`src/rtl/gpio_irq_detect.sv`:
```
module gpio_irq_detect #(
  parameter int NUM_PINS = 95,
  parameter int WORD_W = 32,
  localparam int NUM_WORDS = (NUM_PINS + WORD_W - 1) / WORD_W,
  localparam int IDX_W = (NUM_WORDS > 1) ? $clog2(NUM_WORDS) : 1,
  localparam int ADDR_W = IDX_W + 1
) (
  input  logic                clk,
  input  logic                rst_n,
  input  logic [NUM_PINS-1:0] pin_level,
  input  logic [NUM_PINS-1:0] trig_level,
  input  logic [NUM_PINS-1:0] trig_inv,
  input  logic [NUM_PINS-1:0] sense_en,
  input  logic                bus_wr,
  input  logic [ADDR_W-1:0]   bus_addr,
  input  logic [WORD_W-1:0]   bus_wdata,
  output logic [WORD_W-1:0]   bus_rdata,
  output logic                irq_out
);
  localparam int PAD_W = NUM_WORDS * WORD_W;

  logic [NUM_PINS-1:0] prev_q, status_q, enable_q;
  logic [NUM_PINS-1:0] rise, fall, hit, clr, en_d;
  logic                armed_q, irq_q;
  logic                bank;
  logic [IDX_W-1:0]    idx;
  logic [PAD_W-1:0]    sel_mask, wr_vec, stat_pad, en_pad, rd_pad;

  assign bank = bus_addr[ADDR_W-1];
  assign idx  = bus_addr[IDX_W-1:0];

  assign sel_mask = PAD_W'({WORD_W{1'b1}}) << (idx * WORD_W);
  assign wr_vec   = PAD_W'(bus_wdata) << (idx * WORD_W);
  assign stat_pad = PAD_W'(status_q);
  assign en_pad   = PAD_W'(enable_q);
  assign rd_pad   = (bank ? en_pad : stat_pad) >> (idx * WORD_W);
  assign bus_rdata = rd_pad[WORD_W-1:0];

  assign rise = armed_q ? (pin_level & ~prev_q) : '0;
  assign fall = armed_q ? (~pin_level & prev_q) : '0;

  assign hit = sense_en & ( ( trig_level &  trig_inv &  pin_level)
                          | ( trig_level & ~trig_inv & ~pin_level)
                          | (~trig_level & ~trig_inv &  rise)
                          | (~trig_level &  trig_inv &  fall));

  assign clr  = (bus_wr && !bank) ? NUM_PINS'(wr_vec & sel_mask) : '0;
  assign en_d = NUM_PINS'((en_pad & ~sel_mask) | (wr_vec & sel_mask));

  always_ff @(posedge clk or negedge rst_n) begin
    if (!rst_n) begin
      prev_q   <= '0;
      armed_q  <= 1'b0;
      status_q <= '0;
      enable_q <= '0;
      irq_q    <= 1'b0;
    end else begin
      prev_q   <= pin_level;
      armed_q  <= 1'b1;
      status_q <= (status_q & ~clr) | hit;
      if (bus_wr && bank) enable_q <= en_d;
      irq_q    <= |(status_q & enable_q);
    end
  end

  assign irq_out = irq_q;
endmodule

```
`config.mk`:
```
export PLATFORM = sky130hd
export DESIGN_NAME = gpio_irq_detect
export DESIGN_NICKNAME = d
export VERILOG_FILES = /design/src/rtl/gpio_irq_detect.sv
export SDC_FILE = /design/constraint.sdc
export NUM_CORES = 1
export LEC_CHECK = 0
export ABC_AREA = 1
export ABC_CLOCK_PERIOD_IN_PS = 2900
export BUFFER_PORTS_ARGS = -buffer_cell sky130_fd_sc_hd__buf_2
export CAP_MARGIN = 10
export CORE_UTILIZATION = 50
export CTS_CLUSTER_SIZE = 20
export DETAILED_ROUTE_END_ITERATION = 8
export GPL_ROUTABILITY_DRIVEN = 0
export PLACE_DENSITY = 0.74
export SLEW_MARGIN = 20
export SYNTH_ARGS = -nofsm -noshare
export SYNTH_HDL_FRONTEND = slang
export SYNTH_SLANG_ARGS = --single-unit
```
`constraint.sdc`:
```
create_clock -name clk -period 2.9 [get_ports clk]
set_input_delay 0.58 -clock clk [delete_from_list [all_inputs] [get_ports clk]]
set_output_delay 0.58 -clock clk [all_outputs]
set_load 0.02 [all_outputs]
```
==> results of run 1 <==
-- what timing repair did --
action / CTS / global route
hold buffers: 1 / 0
buffers inserted: 0 / 0
endpoints found under the hold margin: 45 / 0
-- cell families after synthesis --
group           Yosys count  synth area share
buf+inv                 430             0.104
simple gates           1318             0.335
flops                   287             0.438
other cells               1          0.000229
compound gates          339             0.123
-- worst paths after layout --
path	startpoint	to	cells past startpoint
min in group asynchronous	rst_n	prev_q[57]	2
max in group asynchronous	rst_n	async pin	3
setup reg to reg	armed_q	status_q[47]	5
hold reg to reg	flip-flop	flip-flop	2
hold / removal	pin_level[9]	prev_q[9]	1
setup / recovery	bus_addr[0]	bus_rdata[30]	7
-- cell usage after synthesis (all sizes together) --
master	number	share of area
nand3	218	0.067
buf	48	0.016
o211ai	5	0.0023
nor3	2	0.00061
o21ai	202	0.062
nor2	108	0.026
o221ai	31	0.017
clkbuf	28	0.0066
o31ai	74	0.034
dfrtp	287	0.44
a21oi	27	0.0082
inv	353	0.081
clkinv	1	0.00031
nand2	895	0.21
nand4	95	0.036
conb	1	0.00023
-- power groups by stage --
stage	logic [mW]	registers, mW	clock network [mW]
6_report	2.29	4.86	3.60
3_5_place_dp	2.28	4.91	0
3_3_place_gp	2.18	4.90	0
5_1_grt	2.59	4.92	3.80
2_1_floorplan	1.35	4.80	0
4_1_cts	2.29	4.84	3.65
-- layer usage --
layer  track usage  vias up  routed length, um
li1              -     8544                  -
met2         0.570      678              26100
met4         0.141        6               2280
met1         0.364     8388              21300
met5             0        -                 42
met3        0.0610      148               3840
-- metrics by stage --
step | std cells | util
final | 3262 | 0.630
after global routing | 3261 | 0.630
after CTS | 3258 | 0.629
after detailed placement | 3211 | 0.602
after global placement | 3211 | 0.602
after floorplan | 2375 | -
-- area by class of cell --
cell class              instances  share of cell area
inverters                     354              0.0663
flip-flops and latches        287               0.358
multi-input cells            1658               0.374
diodes                          4            0.000499
clock buffers                  45              0.0433
clock inverters                 1            0.000249
well taps                     435              0.0271
repair buffers                478               0.130
==> out/summary.txt, run 1 <==
Critical Path Most Common Cell: buf_2
most frequent cells in the layout: nand2_1, buf_2, inv_1
layout cells sized above 1: 0.187
Top Ports: 451
critical-path cell list: buf_2, inv_2, nor2_4, buf_12, o21ai_0, o221ai_1, buf_2
largest net degree at the start of global routing: 70
ANT nets after route: 0
sequential power share: 0.452
Synth Register Bits: 287
sequential area share after synthesis: 0.438
H-tree depth: 1
CTS tree: done
Max Cap Viol: 0
yosys warns: 0
post-DP HPWL: 39800 um
Worst-Skew Late Latency: 550 ps
All-Layer GR Usage: 0.317
Crit path max-delay family: buffers and inverters
fraction of the cycle the final worst path needs: 0.860
vias in the first global route: 17600
Slew headroom: 0.509
critical path class: in -> out
wire length per cell: 16.4 um
worst slew pin tran: 735 ps
CP bufs+invs: 4
WP data arrival: 1910 ps
Syn-to-layout area delta: 22.5%
number of core rows: 65
Fin Hold WS: 155 ps
initial DRC count: 1314
Setup crit end kind: primary output
Post-DP Area: 19200 um^2
dpl ws: 369 ps
Total Die Area: 33500 um^2
Total Power: 10.7 mW
RSZ-0062 raised after global routing: false
required time of the critical path: 2320 ps
multi-input logic area: 7520 um^2
Comb pwr share: 0.213
IO buf count: 450
max-slew violations: 0
Initial Utilization: 0.514
Hold Crit Class: in -> reg
core area: 31900 um^2
Mean Syn Cell Area: 6.90 um^2
Fin Clk Skew: 11.8 ps
Register Area: 7190 um^2
min Tclk post-route: 2490 ps
CP Launch Type: input port
Vias/cell: 5.45
status: finished clean
initial antenna violation count: 7
Finished Cell Area: 20100 um^2
setup TNS: 0 ps
VDD IR-drop max: 0.433 mV
Routed WL: 53500 um
Switching Fraction: 0.312
global-route wire length before repair: 84800 um
synthesized area: 16400 um^2
FILL cells: 2974
Total Nets Final: 3228
die width: 183 um
Crit Path Max Fanout: 30
CTS clk-pin slew, worst paths: 60 ps
Peak Freq: 401 MHz
Syn Nets: 2793
Pint: 7.39 mW
Clock Tree Root: clkbuf_16
slack of the worst reg-to-reg path: 1200 ps
total grt overflow: 0
post-synth cell types: 25
Bufs on Longest Clock Path: 3
power density over the cells: 535 nW/um^2
max incr delay on CP: 340 ps
Die Height: 183 um
residual DRC count: 0
sw power: 3.35 mW
Setup WS post-layout: 406 ps
final setup violating endpoints: 0
DR vias: 17800
leading cell type in the layout, fill and taps excluded: nand2_1
Cells after Synth: 2375
power share of the clock group: 0.335
drt pass-1 iters: 6
clock sink count: 287
total CTS buffers: 31
Slowest-stage cell, CP: o221ai_1
Fin. Hold Viols: 0
leak pwr: 11.0 nW
# resized after CTS: 0
No activity file was read; power rests on OpenSTA's default activity.
==> inputs of run 2 (changes only) <==
Settings changed: GPL_TIMING_DRIVEN set to 0, PLACE_DENSITY 0.74 to 0.77.
==> run 2 against run 1 <==
Design area rose by 2.0%. Wire length rose by 14%. Clock skew rose by 4.3 ps. Critical endpoint unchanged.
==> out/summary.txt, run 2 (synthesis gave the netlist of run 1 again) <==
status: finished clean (unchanged)
post-DP HPWL: 46200 um (was 39800 um)
CP startpoint: bus_addr[2] (was bus_addr[0])
worst slew pin tran: 938 ps (was 735 ps)
Clock Tree Root: clkbuf_16 (unchanged)
Hold Crit Class: in -> reg (unchanged)
Die Height: 183 um (unchanged)
Crit path depth: 5 (was 7)
Total Nets Final: 3282 (was 3228)
Reg-to-Reg Start: armed_q (unchanged)
Crit Path Max Fanout: 10 (was 30)
dpl ws: -82.9 ps (was 369 ps)
Pint: 8.04 mW (was 7.39 mW)
Worst-Skew Late Latency: 520 ps (was 550 ps)
most frequent cells in the layout: nand2_1, buf_2, inv_1 (unchanged)
critical path class: in -> out (unchanged)
global-route wire length before repair: 93500 um (was 84800 um)
Comb pwr share: 0.206 (was 0.213)
Top Ports: 451 (unchanged)
FILL cells: 2911 (was 2974)
clock sink count: 287 (unchanged)
leading cell type in the layout, fill and taps excluded: nand2_1 (unchanged)
total grt overflow: 0 (unchanged)
hold path start: pin_level[65] (was pin_level[9])
fraction of the cycle the final worst path needs: 0.980 (was 0.860)
Setup crit end kind: primary output (unchanged)
Fin. Hold Viols: 0 (unchanged)
largest net degree at the start of global routing: 74 (was 70)
Total Die Area: 33500 um^2 (unchanged)
Fin Clk Skew: 16.1 ps (was 11.8 ps)
worst r2r path cells: 7 (was 5)
initial antenna violation count: 7 (unchanged)
max-slew violations: 0 (unchanged)
RSZ-0062 raised after global routing: false (unchanged)
Syn-to-layout area delta: 24.9% (was 22.5%)
worst hold stages: 1 (unchanged)
max incr delay on CP: 620 ps (was 340 ps)
Bufs on Longest Clock Path: 3 (unchanged)
Max Cap Viol: 0 (unchanged)
Initial Utilization: 0.514 (unchanged)
CP bufs+invs: 3 (was 4)
Switching Fraction: 0.311 (was 0.312)
residual DRC count: 0 (unchanged)
drt pass-1 iters: 6 (unchanged)
# Post-CTS Setup Buffers: 0 (unchanged)
CTS clk-pin slew, worst paths: 60 ps (about the same)
initial DRC count: 1669 (was 1314)
IO buf count: 449 (was 450)
wire length per cell: 18.4 um (was 16.4 um)
CTS tree: done (unchanged)
total CTS buffers: 34 (was 31)
power share of the clock group: 0.378 (was 0.335)
vias in the first global route: 18400 (was 17600)
grt peak-use layer: met2 (unchanged)
Slew headroom: 0.375 (was 0.509)
met3 usage: 0.0894 (was 0.0610)
Peak Freq: 352 MHz (was 401 MHz)
Fin Hold WS: 194 ps (was 155 ps)
Routed WL: 61200 um (was 53500 um)
sw power: 3.63 mW (was 3.35 mW)
All-Layer GR Usage: 0.361 (was 0.317)
Setup WS post-layout: 58.7 ps (was 406 ps)
Total Power: 11.7 mW (was 10.7 mW)
min Tclk post-route: 2840 ps (was 2490 ps)
die width: 183 um (unchanged)
critical-path cell list: buf_2, clkbuf_1, o21ai_0, o221ai_1, buf_2 (was buf_2, inv_2, nor2_4, buf_12, o21ai_0, o221ai_1, buf_2)
layout cells sized above 1: 0.197 (was 0.187)
sequential power share: 0.416 (was 0.452)
final setup violating endpoints: 0 (unchanged)
leak pwr: 11.3 nW (was 11.0 nW)
core area: 31900 um^2 (unchanged)
power density over the cells: 570 nW/um^2 (was 535 nW/um^2)
routing usage on met2: 0.592 (was 0.570)
CP Launch Type: input port (unchanged)
WP data arrival: 2260 ps (was 1910 ps)
Vias/cell: 5.64 (was 5.45)
H-tree depth: 2 (was 1)
Crit path max-delay family: buffers and inverters (unchanged)
number of core rows: 65 (unchanged)
Critical Path Most Common Cell: buf_2 (unchanged)
DR vias: 18800 (was 17800)
required time of the critical path: 2320 ps (about the same)
ANT nets after route: 0 (unchanged)
GR Layer Usage met1: 0.429 (was 0.364)
VDD IR-drop max: 0.353 mV (was 0.433 mV)
Slowest-stage cell, CP: clkbuf_1 (was o221ai_1)
run 2: stage by stage:
step / util / cells / setup TNS (ps) / instance area [um^2]
after floorplan: - / 2375 / 0 / 16400
after global placement: 0.602 / 3259 / -1255680 / 19200
after detailed placement: 0.605 / 3263 / -192 / 19300
after CTS: 0.642 / 3324 / 0 / 20500
after global routing: 0.642 / 3327 / 0 / 20500
final: 0.642 / 3331 / 0 / 20500
run 2: final timing paths:
path | end | slack [ps]
min in group asynchronous | prev_q[57] | 560
worst min-delay path | prev_q[65] | 190
worst min register to register | flip-flop | 510
worst max register to register | status_q[79] | 770
max in group asynchronous | prev_q[18] | 1000
worst max-delay path | bus_rdata[30] | 60
run 2: power by group through the flow:
| stage | combinational, mW | sequential, mW | clock [mW] |
|---|---|---|---|
| finish | 2.40 | 4.86 | 4.41 |
| global route | 2.67 | 4.90 | 4.61 |
| CTS | 2.37 | 4.84 | 4.44 |
| detailed placement | 2.34 | 4.89 | 0 |
| global placement | 2.23 | 4.88 | 0 |
| floorplan | 1.35 | 4.80 | 0 |
run 2: routing by layer:
layer	up-vias	share of wire
met1	8724	0.37
met3	261	0.11
met2	1129	0.46
li1	8663	-
met4	2	0.064
met5	-	0.00026
run 2: cell type report:
| class | instances | area, um^2 | area share |
|---|---|---|---|
| multi-input combinational | 1658 | 7510 | 0.367 |
| sequential | 287 | 7180 | 0.351 |
| timing repair buffer | 454 | 2380 | 0.116 |
| inverter | 354 | 1330 | 0.0650 |
| clock buffer | 53 | 1060 | 0.0516 |
| tap | 435 | 544 | 0.0266 |
| buffer | 75 | 372 | 0.0181 |
| clock inverter | 7 | 85.1 | 0.00415 |
| antenna | 8 | 20.0 | 0.000978 |
run 2: timing repair:
action	CTS	global route
pin swaps	0	0
endpoints found under the hold margin	37	0
hold buffers	1	0
endpoints found under the setup margin	4	7
gates resized for setup	1	3
==> inputs of run 3 (changes only) <==
Settings changed: ABC_AREA 1 to not set, PLACE_DENSITY 0.77 to 0.78.
==> run 3 against run 2 <==
First-iteration DRC count fell by 34%. Final cell count decreased by 28%. Sequential cell count stayed put. Non-clock buffer count down 17. Design area is 5.6% lower. Via count down 22%. Critical path type unchanged. Critical endpoint is now bus_rdata[15]. Highest routed layer unchanged.
==> out/summary.txt, run 3 <==
status: finished clean (unchanged)
Initial Utilization: 0.512 (was 0.514)
Synth Register Bits: 287 (unchanged)
layout cells sized above 1: 0.301 (was 0.197)
EDFF count, synth: 0 (unchanged)
Top Ports: 451 (unchanged)
Max Cap Viol: 0 (unchanged)
H-tree depth: 2 (unchanged)
residual DRC count: 0 (unchanged)
IO buf count: 450 (was 449)
post-synth cell types: 32 (was 25)
ys async rst share: 1.00 (unchanged)
min Tclk post-route: 2890 ps (was 2840 ps)
Setup crit end kind: primary output (unchanged)
cell taking the most area after synthesis: dfrtp_1 (unchanged)
Max Used Layer: met5 (unchanged)
Clock Tree Root: clkbuf_16 (unchanged)
core area: 30000 um^2 (was 31900 um^2)
Total Nets Final: 2401 (was 3282)
fraction of the cycle the final worst path needs: 0.995 (was 0.980)
synth cell count leaders: dfrtp_1, o21ai_0, nand2_1 (was nand2_1, inv_1, dfrtp_1)
Slew headroom: 0.424 (was 0.375)
final setup violating endpoints: 0 (unchanged)
Reg-to-Reg Start: armed_q (unchanged)
max-slew violations: 0 (unchanged)
Crit Path Max Fanout: 10 (unchanged)
worst slew pin tran: 863 ps (was 938 ps)
ANT nets after route: 0 (unchanged)
critical path class: in -> out (unchanged)
clock sink count: 287 (unchanged)
Top FF cell, synth: dfrtp_1 (unchanged)
leak pwr: 8.98 nW (was 11.3 nW)
total CTS buffers: 34 (unchanged)
total grt overflow: 0 (unchanged)
Pint: 8.24 mW (was 8.04 mW)
Die Height: 177 um (was 183 um)
CP Launch Type: input port (unchanged)
Fin Clk Skew: 15.0 ps (was 16.1 ps)
CTS clk-pin slew, worst paths: 60 ps (about the same)
number of core rows: 63 (was 65)
power density over the cells: 609 nW/um^2 (was 570 nW/um^2)
required time of the critical path: 2320 ps (about the same)
Switching Fraction: 0.300 (was 0.311)
Peak Freq: 347 MHz (was 352 MHz)
largest net degree at the start of global routing: 93 (was 74)
Routed WL: 55100 um (was 61200 um)
Met1 Wirelength: 20100 um (was 22700 um)
Mean Syn Cell Area: 10.3 um^2 (was 6.90 um^2)
Fin. Hold Viols: 0 (unchanged)
initial DRC count: 1094 (was 1669)
count leader, synth: dfrtp_1 (was nand2_1)
Synth top area share: 0.468 (was 0.438)
Fin Hold WS: 201 ps (was 194 ps)
vias in the first global route: 14700 (was 18400)
compound-cell area share of the yosys netlist: 0.176 (was 0.123)
power share of the clock group: 0.368 (was 0.378)
Vias/cell: 6.06 (was 5.64)
setup TNS: 0 ps (unchanged)
metal3 WL: 5850 um (was 6500 um)
Total Die Area: 31400 um^2 (was 33500 um^2)
WP data arrival: 2310 ps (was 2260 ps)
Worst-Skew Late Latency: 520 ps (about the same)
post-synthesis simple-gate area fraction: 0.173 (was 0.335)
Syn-to-layout area delta: 26.0% (was 24.9%)
synthesized area: 15300 um^2 (was 16400 um^2)
Syn Nets: 1911 (was 2793)
Bufs on Longest Clock Path: 3 (unchanged)
yosys warns: 0 (unchanged)
initial antenna violation count: 5 (was 7)
sequential power share: 0.438 (was 0.416)
global-route wire length before repair: 81900 um (was 93500 um)
largest family of logic cells by synthesized area: compound AO/OA/AOI/OAI gates (was simple AND/OR/NAND/NOR gates)
Hold Crit Class: in -> reg (unchanged)
wire length per cell: 22.9 um (was 18.4 um)
sequential area share after synthesis: 0.468 (was 0.438)
post-synthesis mux area share: 0.112 (was 0)
# Post-CTS Setup Buffers: 0 (unchanged)
CTS tree: done (unchanged)
synth top area cells: dfrtp_1, o21ai_0, a22o_1, xnor2_1, and3b_1 (was dfrtp_1, nand2_1, inv_1, nand3_1, o21ai_0)
Comb pwr share: 0.194 (was 0.206)
drt pass-1 iters: 8 (was 6)
most frequent cells in the layout: buf_2, dfrtp_1, o21ai_0 (was nand2_1, buf_2, inv_1)
DR vias: 14600 (was 18800)
synthesized-area fraction occupied by adder cells: 0 (unchanged)
hold path start: pin_level[90] (was pin_level[65])
VDD IR-drop max: 0.467 mV (was 0.353 mV)
Cells after Synth: 1493 (was 2375)
CP startpoint: bus_addr[0] (was bus_addr[2])
leading cell type in the layout, fill and taps excluded: buf_2 (was nand2_1)
met2 WL: 25900 um (was 28100 um)
die width: 177 um (was 183 um)
post-DP HPWL: 42000 um (was 46200 um)
FILL cells: 2455 (was 2911)
post-synthesis xor/xnor area fraction: 0.0542 (was 0)
All-Layer GR Usage: 0.348 (was 0.361)
sw power: 3.53 mW (was 3.63 mW)
==> run 3: cell types whose count changed after synthesis, sizes merged, moves of 87 or more <==
cell | previous run | this run
xnor2 | 0 | 95
nand3 | 218 | 7
and3b | 0 | 94
a22o | 0 | 101
nor3b | 0 | 96
nand4 | 95 | 8
mux2 | 0 | 95
nand2 | 895 | 189
inv | 353 | 0
==> run 3: worst paths after layout <==
path | end | slack [ps] | cells past startpoint
worst max register to register | status_q[51] | 270 | 5
worst max-delay path | bus_rdata[15] | 10 | 7
worst min-delay path | prev_q[90] | 200 | 1
worst min register to register | flip-flop | 530 | 1
max in group asynchronous | prev_q[18] | 1170 | 4
min in group asynchronous | prev_q[31] | 550 | 2
==> run 3: critical path, cell delays in order <==
cell and delay, ps:
buf_2 120, nor2b_1 170, buf_4 200, clkbuf_1 640
a211oi_1 160, a21oi_1 210, buf_2 210
==> run 3: logic make-up (layout without fill, tap and decap cells) <==
family,count (synthesis),after routing
multiplexers,158,158
AO/OA/AOI/OAI,425,425
XOR/XNOR,95,95
other,1,5
AND/OR/NAND/NOR,469,469
buffers and inverters,58,574
flip-flops,287,287
==> run 3: layer usage <==
metal,global-route usage,up-vias
met4,0.186,2
met3,0.101,233
li1,-,6498
met5,0.00641,-
met2,0.578,865
met1,0.405,6976
==> run 3: metrics by stage <==
stage          cells  total power, mW  instance area, um^2  setup slack [ps]  utilization
4_1_cts         2399             11.8                19300              30.2        0.645
5_1_grt         2402             12.2                19300             -4.11        0.645
3_5_place_dp    2336             7.42                18200              25.1        0.607
6_report        2403             11.8                19300              14.4        0.645
3_3_place_gp    2333             7.30                18100             -4290        0.604
2_1_floorplan   1493             6.23                15300               699            -
==> run 3: final cells by class <==
type	count	area, um^2	area share
plain buffers	58	272	0.0140
clock inverters	14	130	0.00673
clock buffers	48	997	0.0516
diodes	4	10.0	0.000518
well taps	390	488	0.0252
flip-flops and latches	287	7180	0.372
repair buffers	454	2350	0.122
multi-input cells	1148	7900	0.409
==> run 3: timing repair <==
action                     4_1_cts  5_1_grt
setup endpoints to repair        0        6
resized for setup                0        9
hold endpoints to repair        43        0
hold buffers                     1        0
==> run 3: power groups by stage <==
stage / logic [mW] / registers, mW / clock network [mW]
4_1_cts: 2.27 / 5.11 / 4.38
6_report: 2.28 / 5.15 / 4.33
3_3_place_gp: 2.15 / 5.15 / 0
2_1_floorplan: 1.32 / 4.91 / 0
5_1_grt: 2.48 / 5.19 / 4.55
3_5_place_dp: 2.25 / 5.17 / 0
